File: src/rtl/clkbuf_smb_pkg.sv
package clkbuf_smb_pkg;
  localparam int REG_AW = 5;
  localparam int DATA_W = 8;

  typedef struct packed {
    logic              wrEn;
    logic [REG_AW-1:0] wrAddr;
    logic [DATA_W-1:0] wrData;
    logic [REG_AW-1:0] rdAddr;
  } regStrobe_t;

  typedef enum logic [2:0] {
    PH_IDLE, PH_ADDR, PH_CMD, PH_WDATA, PH_ACK, PH_TX, PH_MACK, PH_SKIP
  } phase_t;
endpackage

File: src/rtl/clkbuf_smb_regs.sv
module clkbuf_smb_regs
  import clkbuf_smb_pkg::*;
#(
  parameter logic [REG_AW-1:0] OFS_CTRL  = 5'd22,
  parameter logic [REG_AW-1:0] OFS_EN    = 5'd23,
  parameter logic [7:0]        DEF_CTRL  = 8'h02,
  parameter logic [7:0]        DEF_EN    = 8'hEC,
  parameter logic [7:0]        MASK_CTRL = 8'hF2,
  parameter logic [7:0]        MASK_EN   = 8'hEC
) (
  input  logic        clk,
  input  logic        rstN,
  input  regStrobe_t  strb,
  output logic [7:0]  rdData,
  output logic [1:0]  thresholdSel,
  output logic [1:0]  fbEn,
  output logic [2:0]  pairEnA,
  output logic [2:0]  pairEnB
);
  localparam int NIMPL = 2;
  localparam logic [NIMPL*REG_AW-1:0] OFS_LIST  = {OFS_EN, OFS_CTRL};
  localparam logic [NIMPL*8-1:0]      DEF_LIST  = {DEF_EN, DEF_CTRL};
  localparam logic [NIMPL*8-1:0]      MASK_LIST = {MASK_EN, MASK_CTRL};

  logic [7:0] regQ [NIMPL];

  for (genvar g = 0; g < NIMPL; g++) begin : g_reg
    logic [7:0] q;
    always_ff @(posedge clk or negedge rstN) begin
      if (!rstN) q <= DEF_LIST[g*8 +: 8];
      else if (strb.wrEn && strb.wrAddr == OFS_LIST[g*REG_AW +: REG_AW])
        q <= strb.wrData & MASK_LIST[g*8 +: 8];
    end
    assign regQ[g] = q;
  end

  always_comb begin
    rdData = '0;
    for (int i = 0; i < NIMPL; i++)
      if (strb.rdAddr == OFS_LIST[i*REG_AW +: REG_AW]) rdData = regQ[i];
  end

  assign thresholdSel = regQ[0][7:6];
  assign fbEn         = {~regQ[0][4], ~regQ[0][5]};
  assign pairEnB      = {regQ[0][1], regQ[1][7], regQ[1][6]};
  assign pairEnA      = {regQ[1][5], regQ[1][3], regQ[1][2]};

  AST_REGS_HOLD: assert property (@(posedge clk) disable iff (!rstN)
    !strb.wrEn |=> ($stable(regQ[0]) && $stable(regQ[1])));
endmodule

File: src/rtl/clkbuf_smb_ctrl_fsm.sv
module clkbuf_smb_ctrl_fsm
  import clkbuf_smb_pkg::*;
#(
  parameter logic [6:0] ADDR_HI     = 7'b1101001,
  parameter logic [6:0] ADDR_LO     = 7'b1101110,
  parameter int         BLK_CNT     = 24,
  parameter int         SYNC_STAGES = 2
) (
  input  logic       clk,
  input  logic       rstN,
  input  logic       sclIn,
  input  logic       sdaIn,
  input  logic       addrSel,
  input  logic [7:0] rdData,
  output regStrobe_t strb,
  output logic       sdaDrvLow
);
  logic [SYNC_STAGES-1:0] sclSync, sdaSync;
  logic sclS, sdaS, sclPrev, sdaPrev;
  logic sclRise, sclFall, startCond, stopCond;

  always_ff @(posedge clk or negedge rstN) begin
    if (!rstN) begin
      sclSync <= '1; sdaSync <= '1; sclPrev <= 1'b1; sdaPrev <= 1'b1;
    end else begin
      sclSync <= {sclSync[SYNC_STAGES-2:0], sclIn};
      sdaSync <= {sdaSync[SYNC_STAGES-2:0], sdaIn};
      sclPrev <= sclS;
      sdaPrev <= sdaS;
    end
  end

  assign sclS      = sclSync[SYNC_STAGES-1];
  assign sdaS      = sdaSync[SYNC_STAGES-1];
  assign sclRise   = sclS & ~sclPrev;
  assign sclFall   = ~sclS & sclPrev;
  assign startCond = sclS & sclPrev & sdaPrev & ~sdaS;
  assign stopCond  = sclS & sclPrev & ~sdaPrev & sdaS;

  phase_t      phase, afterAck;
  logic [3:0]  bitCnt;
  logic [7:0]  shiftIn, txShift, cntLeft, txNext, rxByte;
  logic [4:0]  ptr, cmdOfs;
  logic        isBlock, firstData, ackArmed, mAcked;
  logic        wrEn;
  logic [4:0]  wrAddr;
  logic [7:0]  wrData;
  logic [6:0]  myAddr;

  assign rxByte = {shiftIn[6:0], sdaS};
  assign myAddr = addrSel ? ADDR_HI : ADDR_LO;

  always_comb begin
    if (isBlock && firstData)       txNext = BLK_CNT[7:0];
    else if (!isBlock && !firstData) txNext = 8'hFF;
    else                             txNext = rdData;
  end

  always_comb begin
    strb.wrEn   = wrEn;
    strb.wrAddr = wrAddr;
    strb.wrData = wrData;
    strb.rdAddr = ptr;
  end

  always_ff @(posedge clk or negedge rstN) begin
    if (!rstN) begin
      phase <= PH_IDLE; afterAck <= PH_IDLE; bitCnt <= '0;
      shiftIn <= '0; txShift <= '0; cntLeft <= '0;
      ptr <= '0; cmdOfs <= '0; isBlock <= 1'b1; firstData <= 1'b0;
      ackArmed <= 1'b0; mAcked <= 1'b0; sdaDrvLow <= 1'b0;
      wrEn <= 1'b0; wrAddr <= '0; wrData <= '0;
    end else begin
      wrEn <= 1'b0;
      if (startCond) begin
        phase <= PH_ADDR; bitCnt <= '0; sdaDrvLow <= 1'b0;
      end else if (stopCond) begin
        phase <= PH_IDLE; sdaDrvLow <= 1'b0;
      end else begin
        case (phase)
          PH_ADDR, PH_CMD, PH_WDATA: begin
            if (sclRise) begin
              shiftIn <= rxByte;
              bitCnt  <= bitCnt + 4'd1;
              if (bitCnt == 4'd7) begin
                bitCnt   <= '0;
                ackArmed <= 1'b0;
                phase    <= PH_SKIP;
                case (phase)
                  PH_ADDR: if (rxByte[7:1] == myAddr) begin
                    phase <= PH_ACK;
                    if (rxByte[0]) begin
                      afterAck  <= PH_TX;
                      firstData <= 1'b1;
                      ptr       <= isBlock ? 5'd0 : cmdOfs;
                    end else afterAck <= PH_CMD;
                  end
                  PH_CMD: if (!rxByte[7] || rxByte[6:5] == 2'b01) begin
                    phase     <= PH_ACK;
                    afterAck  <= PH_WDATA;
                    isBlock   <= ~rxByte[7];
                    cmdOfs    <= rxByte[4:0];
                    ptr       <= rxByte[7] ? rxByte[4:0] : 5'd0;
                    firstData <= 1'b1;
                  end
                  PH_WDATA: begin
                    afterAck <= PH_WDATA;
                    if (isBlock && firstData) begin
                      cntLeft <= rxByte; firstData <= 1'b0; phase <= PH_ACK;
                    end else if ((isBlock && cntLeft != 8'd0) || (!isBlock && firstData)) begin
                      wrEn <= 1'b1; wrAddr <= ptr; wrData <= rxByte;
                      phase <= PH_ACK; firstData <= 1'b0;
                      if (isBlock) begin
                        ptr <= ptr + 5'd1; cntLeft <= cntLeft - 8'd1;
                      end
                    end
                  end
                  default: ;
                endcase
              end
            end
          end
          PH_ACK: begin
            if (sclFall) begin
              if (!ackArmed) begin
                ackArmed <= 1'b1; sdaDrvLow <= 1'b1;
              end else begin
                ackArmed <= 1'b0; phase <= afterAck; bitCnt <= '0;
                if (afterAck == PH_TX) begin
                  txShift <= txNext; sdaDrvLow <= ~txNext[7]; firstData <= 1'b0;
                  if (isBlock && !firstData) ptr <= ptr + 5'd1;
                end else sdaDrvLow <= 1'b0;
              end
            end
          end
          PH_TX: begin
            if (sclRise) bitCnt <= bitCnt + 4'd1;
            else if (sclFall) begin
              if (bitCnt == 4'd8) begin
                sdaDrvLow <= 1'b0; phase <= PH_MACK; mAcked <= 1'b0;
              end else begin
                txShift <= {txShift[6:0], 1'b0}; sdaDrvLow <= ~txShift[6];
              end
            end
          end
          PH_MACK: begin
            if (sclRise) begin
              if (sdaS) phase <= PH_SKIP;
              else mAcked <= 1'b1;
            end else if (sclFall && mAcked) begin
              phase <= PH_TX; bitCnt <= '0;
              txShift <= txNext; sdaDrvLow <= ~txNext[7]; firstData <= 1'b0;
              if (isBlock && !firstData) ptr <= ptr + 5'd1;
            end
          end
          default: ;
        endcase
      end
    end
  end

  AST_DRIVE_ON_SCL_LOW: assert property (@(posedge clk) disable iff (!rstN)
    $rose(sdaDrvLow) |-> !sclS);
  AST_QUIET_WHEN_IGNORED: assert property (@(posedge clk) disable iff (!rstN)
    (phase == PH_IDLE || phase == PH_SKIP) |-> !sdaDrvLow);
  AST_WRITE_IN_DATA_ACK: assert property (@(posedge clk) disable iff (!rstN)
    wrEn |-> (phase == PH_ACK && afterAck == PH_WDATA));
  AST_NO_WRITE_WHEN_SKIPPING: assert property (@(posedge clk) disable iff (!rstN)
    (phase == PH_SKIP) |=> !wrEn);
endmodule

File: src/rtl/clkbuf_smb_ctrl.sv
module clkbuf_smb_ctrl
  import clkbuf_smb_pkg::*;
#(
  parameter logic [6:0] ADDR_HI     = 7'b1101001,
  parameter logic [6:0] ADDR_LO     = 7'b1101110,
  parameter int         SYNC_STAGES = 2
) (
  input  logic       clk,
  input  logic       rstN,
  input  logic       sclIn,
  input  logic       sdaIn,
  input  logic       addrSel,
  output logic       sdaDrvLow,
  output logic [1:0] thresholdSel,
  output logic [1:0] fbEn,
  output logic [2:0] pairEnA,
  output logic [2:0] pairEnB
);
  localparam logic [4:0] OFS_CTRL = 5'd22;
  localparam logic [4:0] OFS_EN   = 5'd23;
  localparam int         BLK_CNT  = int'(OFS_EN) + 1;

  regStrobe_t strb;
  logic [7:0] rdData;

  clkbuf_smb_ctrl_fsm #(
    .ADDR_HI(ADDR_HI), .ADDR_LO(ADDR_LO),
    .BLK_CNT(BLK_CNT), .SYNC_STAGES(SYNC_STAGES)
  ) u_fsm (
    .clk(clk), .rstN(rstN), .sclIn(sclIn), .sdaIn(sdaIn), .addrSel(addrSel),
    .rdData(rdData), .strb(strb), .sdaDrvLow(sdaDrvLow)
  );

  clkbuf_smb_regs #(
    .OFS_CTRL(OFS_CTRL), .OFS_EN(OFS_EN)
  ) u_regs (
    .clk(clk), .rstN(rstN), .strb(strb), .rdData(rdData),
    .thresholdSel(thresholdSel), .fbEn(fbEn), .pairEnA(pairEnA), .pairEnB(pairEnB)
  );
endmodule

File: config.mk
export PLATFORM = sky130hd
export DESIGN_NAME = clkbuf_smb_ctrl
export DESIGN_NICKNAME = d
export VERILOG_FILES = /design/src/rtl/clkbuf_smb_pkg.sv /design/src/rtl/clkbuf_smb_regs.sv /design/src/rtl/clkbuf_smb_ctrl_fsm.sv /design/src/rtl/clkbuf_smb_ctrl.sv
export SDC_FILE = /design/constraint.sdc
export NUM_CORES = 1
export LEC_CHECK = 0
export ABC_AREA = 1
export BUFFER_PORTS_ARGS = -buffer_cell sky130_fd_sc_hd__clkbuf_2
export CORE_MARGIN = 2
export CORE_UTILIZATION = 45
export CTS_CLUSTER_DIAMETER = 120
export DETAILED_ROUTE_END_ITERATION = 7
export PLACE_DENSITY_LB_ADDON = 0.05
export SETUP_SLACK_MARGIN = 0.5
export SYNTH_ARGS = -nofsm -noshare
export SYNTH_HDL_FRONTEND = slang
export SYNTH_SLANG_ARGS = --single-unit
File: constraint.sdc
create_clock -name clk -period 1.8 [get_ports clk]
set_input_delay 0 -clock clk [delete_from_list [all_inputs] [get_ports clk]]
set_output_delay 0 -clock clk [all_outputs]
set_load 0.005 [all_outputs]
==> reports/metrics.csv <==
metric,value,unit
CTS clock-pin slew for the worst setup and hold paths,90,ps
slew at the pin with the worst max-slew slack,450,ps
yosys warns,0,
HP Class,input pin to async pin,
cells after synthesis,545,
P_int,3.98,mW
sequential cell area fraction in the yosys report,45.4,%
Iter 0 DRT Violations,260,
# DRC,0,
Clk pwr share,17.2,%
Post-DP HPWL,7430,um
largest net degree at the start of global routing,35,
NetSw,3.34,mW
layout cells sized above 1,39.4,%
CTS Buffer Depth,2,
WL final,10900,um
Row Count,35,
Overflow after GRT,0,
Sw Share,45.6,%
CP Max Fanout,6,
status,completed,
Initial Utilization,46.0,%
Antenna Diode Count,0,
Leakage,2.57,nW
post-synthesis cell area,4230,sq um
H-tree levels,3,
"Cell Area, Placed",4590,sq um
Root Driver,clkbuf_8,
final layout net count,623,
per-cell routed wire length,14.9,um
I/O pin count,16,
Final Hold Viols,0,
pre-CTS setup slack,44.2,ps
TritonCTS buffer count,9,
count of cell types in the netlist,39,
pwr dens,1330,nW/um^2
Placer Congestion,0.938,
critical path type,flop to flop,
Global Route Usage Sum,22.9,%
final-report setup violation count,0,
Post-DRT Antenna Nets,0,
Core Area,9200,sq um
Seq pwr share,33.1,%
Worst EP required,2060,ps
Mean Syn Cell Area,7.76,sq um
total number of vias,3840,
antenna violations before repair,0,
Worst EP arrival,1880,ps
Final TNS setup,0,ps
CTS tree,done,
MaxCap Viol Count,0,
vias per cell,5.27,
RSZ-0062 raised after global routing,yes,
Sink Count,76,
first-pass GRT wire length,18200,um
vias in the first global route,3697,
Comb pwr share,49.7,%
Clock Skew,8.93,ps
Finished Cell Area,5510,sq um
Critical Path End Type,flop,
Tmin final,1620,ps
Slew HR,70.0,%
Die ar.,10200,sq um
Fmax achieved,618,MHz
"Worst Setup Slack, final",181,ps
Area Growth Syn to Fin,30.2,%
Mapped Nets,556,
Buffers on Ports,15,
Skew-Pair Late Insertion Delay,370,ps
Max VDD drop,0.586,mV
final period utilization,89.9,%
fin. max-slew vios,0,
Pre-Repair DR Iteration Count,4,
Yosys reg bits,76,
Worst setup SP type,flop,
Die Span Y,101,um
Die Span X,101,um
Tot Pwr,7.32,mW
==> critical path, stage by stage, from the launching register on <==
cell and delay (ps):
dfrtp_1 390, buf_4 160, inv_4 80, nor2_2 50
buf_4 150, a22oi_1 180, nand2_1 110, nor2_4 200
nand2_4 90, nand2_1 70, nand2_1 50
==> Yosys cell counts (all sizes together) <==
cell type	instances	area [sq um]
dfstp	13	342
nand3	40	210
nor4	1	6.26
inv	64	240
o21ai	73	410
o211ai	1	7.51
xor2	2	17.5
clkbuf	5	38.8
ha	6	75.1
and2	1	8.76
nand4	2	12.5
or3	1	6.26
mux2	3	33.8
xnor2	3	26.3
nor2	57	260
nor3	8	56.3
dfrtp	63	1580
a22oi	5	37.5
a21oi	21	120
buf	10	82.6
nand2	161	627
a221oi	1	8.76
o22ai	4	25.0
==> kinds of logic (layout without fill, tap and decap cells) <==
family          Yosys count  count (layout)  synth area share [%]
simple gates            271             274                  28.1
mux                       3               3                 0.799
xor+xnor                  5               5                  1.04
compound gates          105             105                  14.4
fa+ha+maj                 6               6                  1.78
buf+inv                  79             148                  8.55
flops                    76              76                  45.4
==> registers in the layout, summed over array words and instances (netlist names), 2 cells and up <==
signal / flops
u_fsm.ptr: 5
u_fsm.bitCnt: 4
u_fsm.wrData: 7
u_fsm.cmdOfs: 5
u_regs.g.q: 10
u_fsm.afterAck: 3
u_fsm.phase: 3
u_fsm.wrAddr: 5
u_fsm.sclSync: 2
u_fsm.cntLeft: 8
u_fsm.shiftIn: 7
u_fsm.sdaSync: 2
u_fsm.txShift: 7
==> final timing paths <==
path / start / end / slack (ps) / depth (start not counted)
worst max-delay path: u_fsm.phase[2] / u_fsm.ptr[0] / 180 / 10
worst min-delay path: rstN / u_regs.g_reg[0].q[7] / 120 / 2
worst max register to register: u_fsm.phase[2] / u_fsm.ptr[0] / 180 / 10
worst min register to register: u_fsm.sclSync[0] / u_fsm.sclSync[1] / 360 / 0
max in group asynchronous: rstN / u_fsm.ptr[0] / 1070 / 3
min in group clk: sdaIn / u_fsm.sdaSync[0] / 270 / 2
==> stage by stage <==
step           util, %  hold slack, ps  cells
6_report          59.9             121    728
5_1_grt           59.9             165    728
4_1_cts           56.2             130    714
3_5_place_dp      49.9           -22.6    673
3_3_place_gp      49.9           -25.4    673
2_1_floorplan        -            -296    545
==> power by group through the flow <==
stage	registers [mW]	logic (mW)	clock network, mW
floorplan	2.29	2.17	0
global placement	2.40	2.73	0
detailed placement	2.40	2.74	0
CTS	2.37	3.26	1.28
global route	2.47	4.01	1.36
finish	2.42	3.64	1.26
==> cell type report <==
| class | count | area, sq um |
|---|---|---|
| Clock buffer | 9 | 124 |
| Clock inverter | 7 | 58.8 |
| Fill cell | 811 | 3690 |
| Inverter | 64 | 255 |
| Multi-Input combinational cell | 393 | 2460 |
| Sequential cell | 76 | 1930 |
| Tap cell | 111 | 139 |
| Timing Repair Buffer | 68 | 546 |
==> layout by cell type, fill, tap and decap left out, types with 5 or more instances in the layout <==
cell type | Yosys | final
nor2_1 | 48 | 31
a21oi_2 | 4 | 6
dfstp_2 | 13 | 13
clkbuf_8 | 2 | 9
a21oi_1 | 17 | 14
buf_6 | 2 | 8
nand2_4 | 1 | 12
buf_4 | 4 | 40
o21ai_0 | 60 | 24
dfrtp_1 | 63 | 57
o21ai_1 | 1 | 30
nand2_1 | 154 | 116
nand3_1 | 38 | 29
o21ai_2 | 12 | 19
nor2_2 | 6 | 11
dfrtp_2 | 0 | 6
a22oi_1 | 5 | 5
inv_2 | 6 | 13
clkbuf_2 | 0 | 14
nand2_2 | 6 | 32
inv_1 | 58 | 46
nor2_4 | 2 | 14
nand3_2 | 2 | 8
==> layer usage <==
| layer | global-route usage (%) | wire length, um | vias up |
|---|---|---|---|
| li1 | - | - | 1909 |
| met1 | 32.9 | 5310 | 1853 |
| met2 | 36.1 | 5070 | 63 |
| met3 | 2.77 | 343 | 15 |
| met4 | 7.38 | 156 | 0 |
| met5 | 0 | 0 | - |
==> repair_timing <==
item,in CTS,in global routing
pin swaps,16,23
buffers inserted,20,12
gates cloned,2,2
setup endpoints to repair,60,65
endpoints found under the hold margin,58,0
gates resized for setup,70,68
hold buffers,3,0
Power figures use the tool's default switching activity.
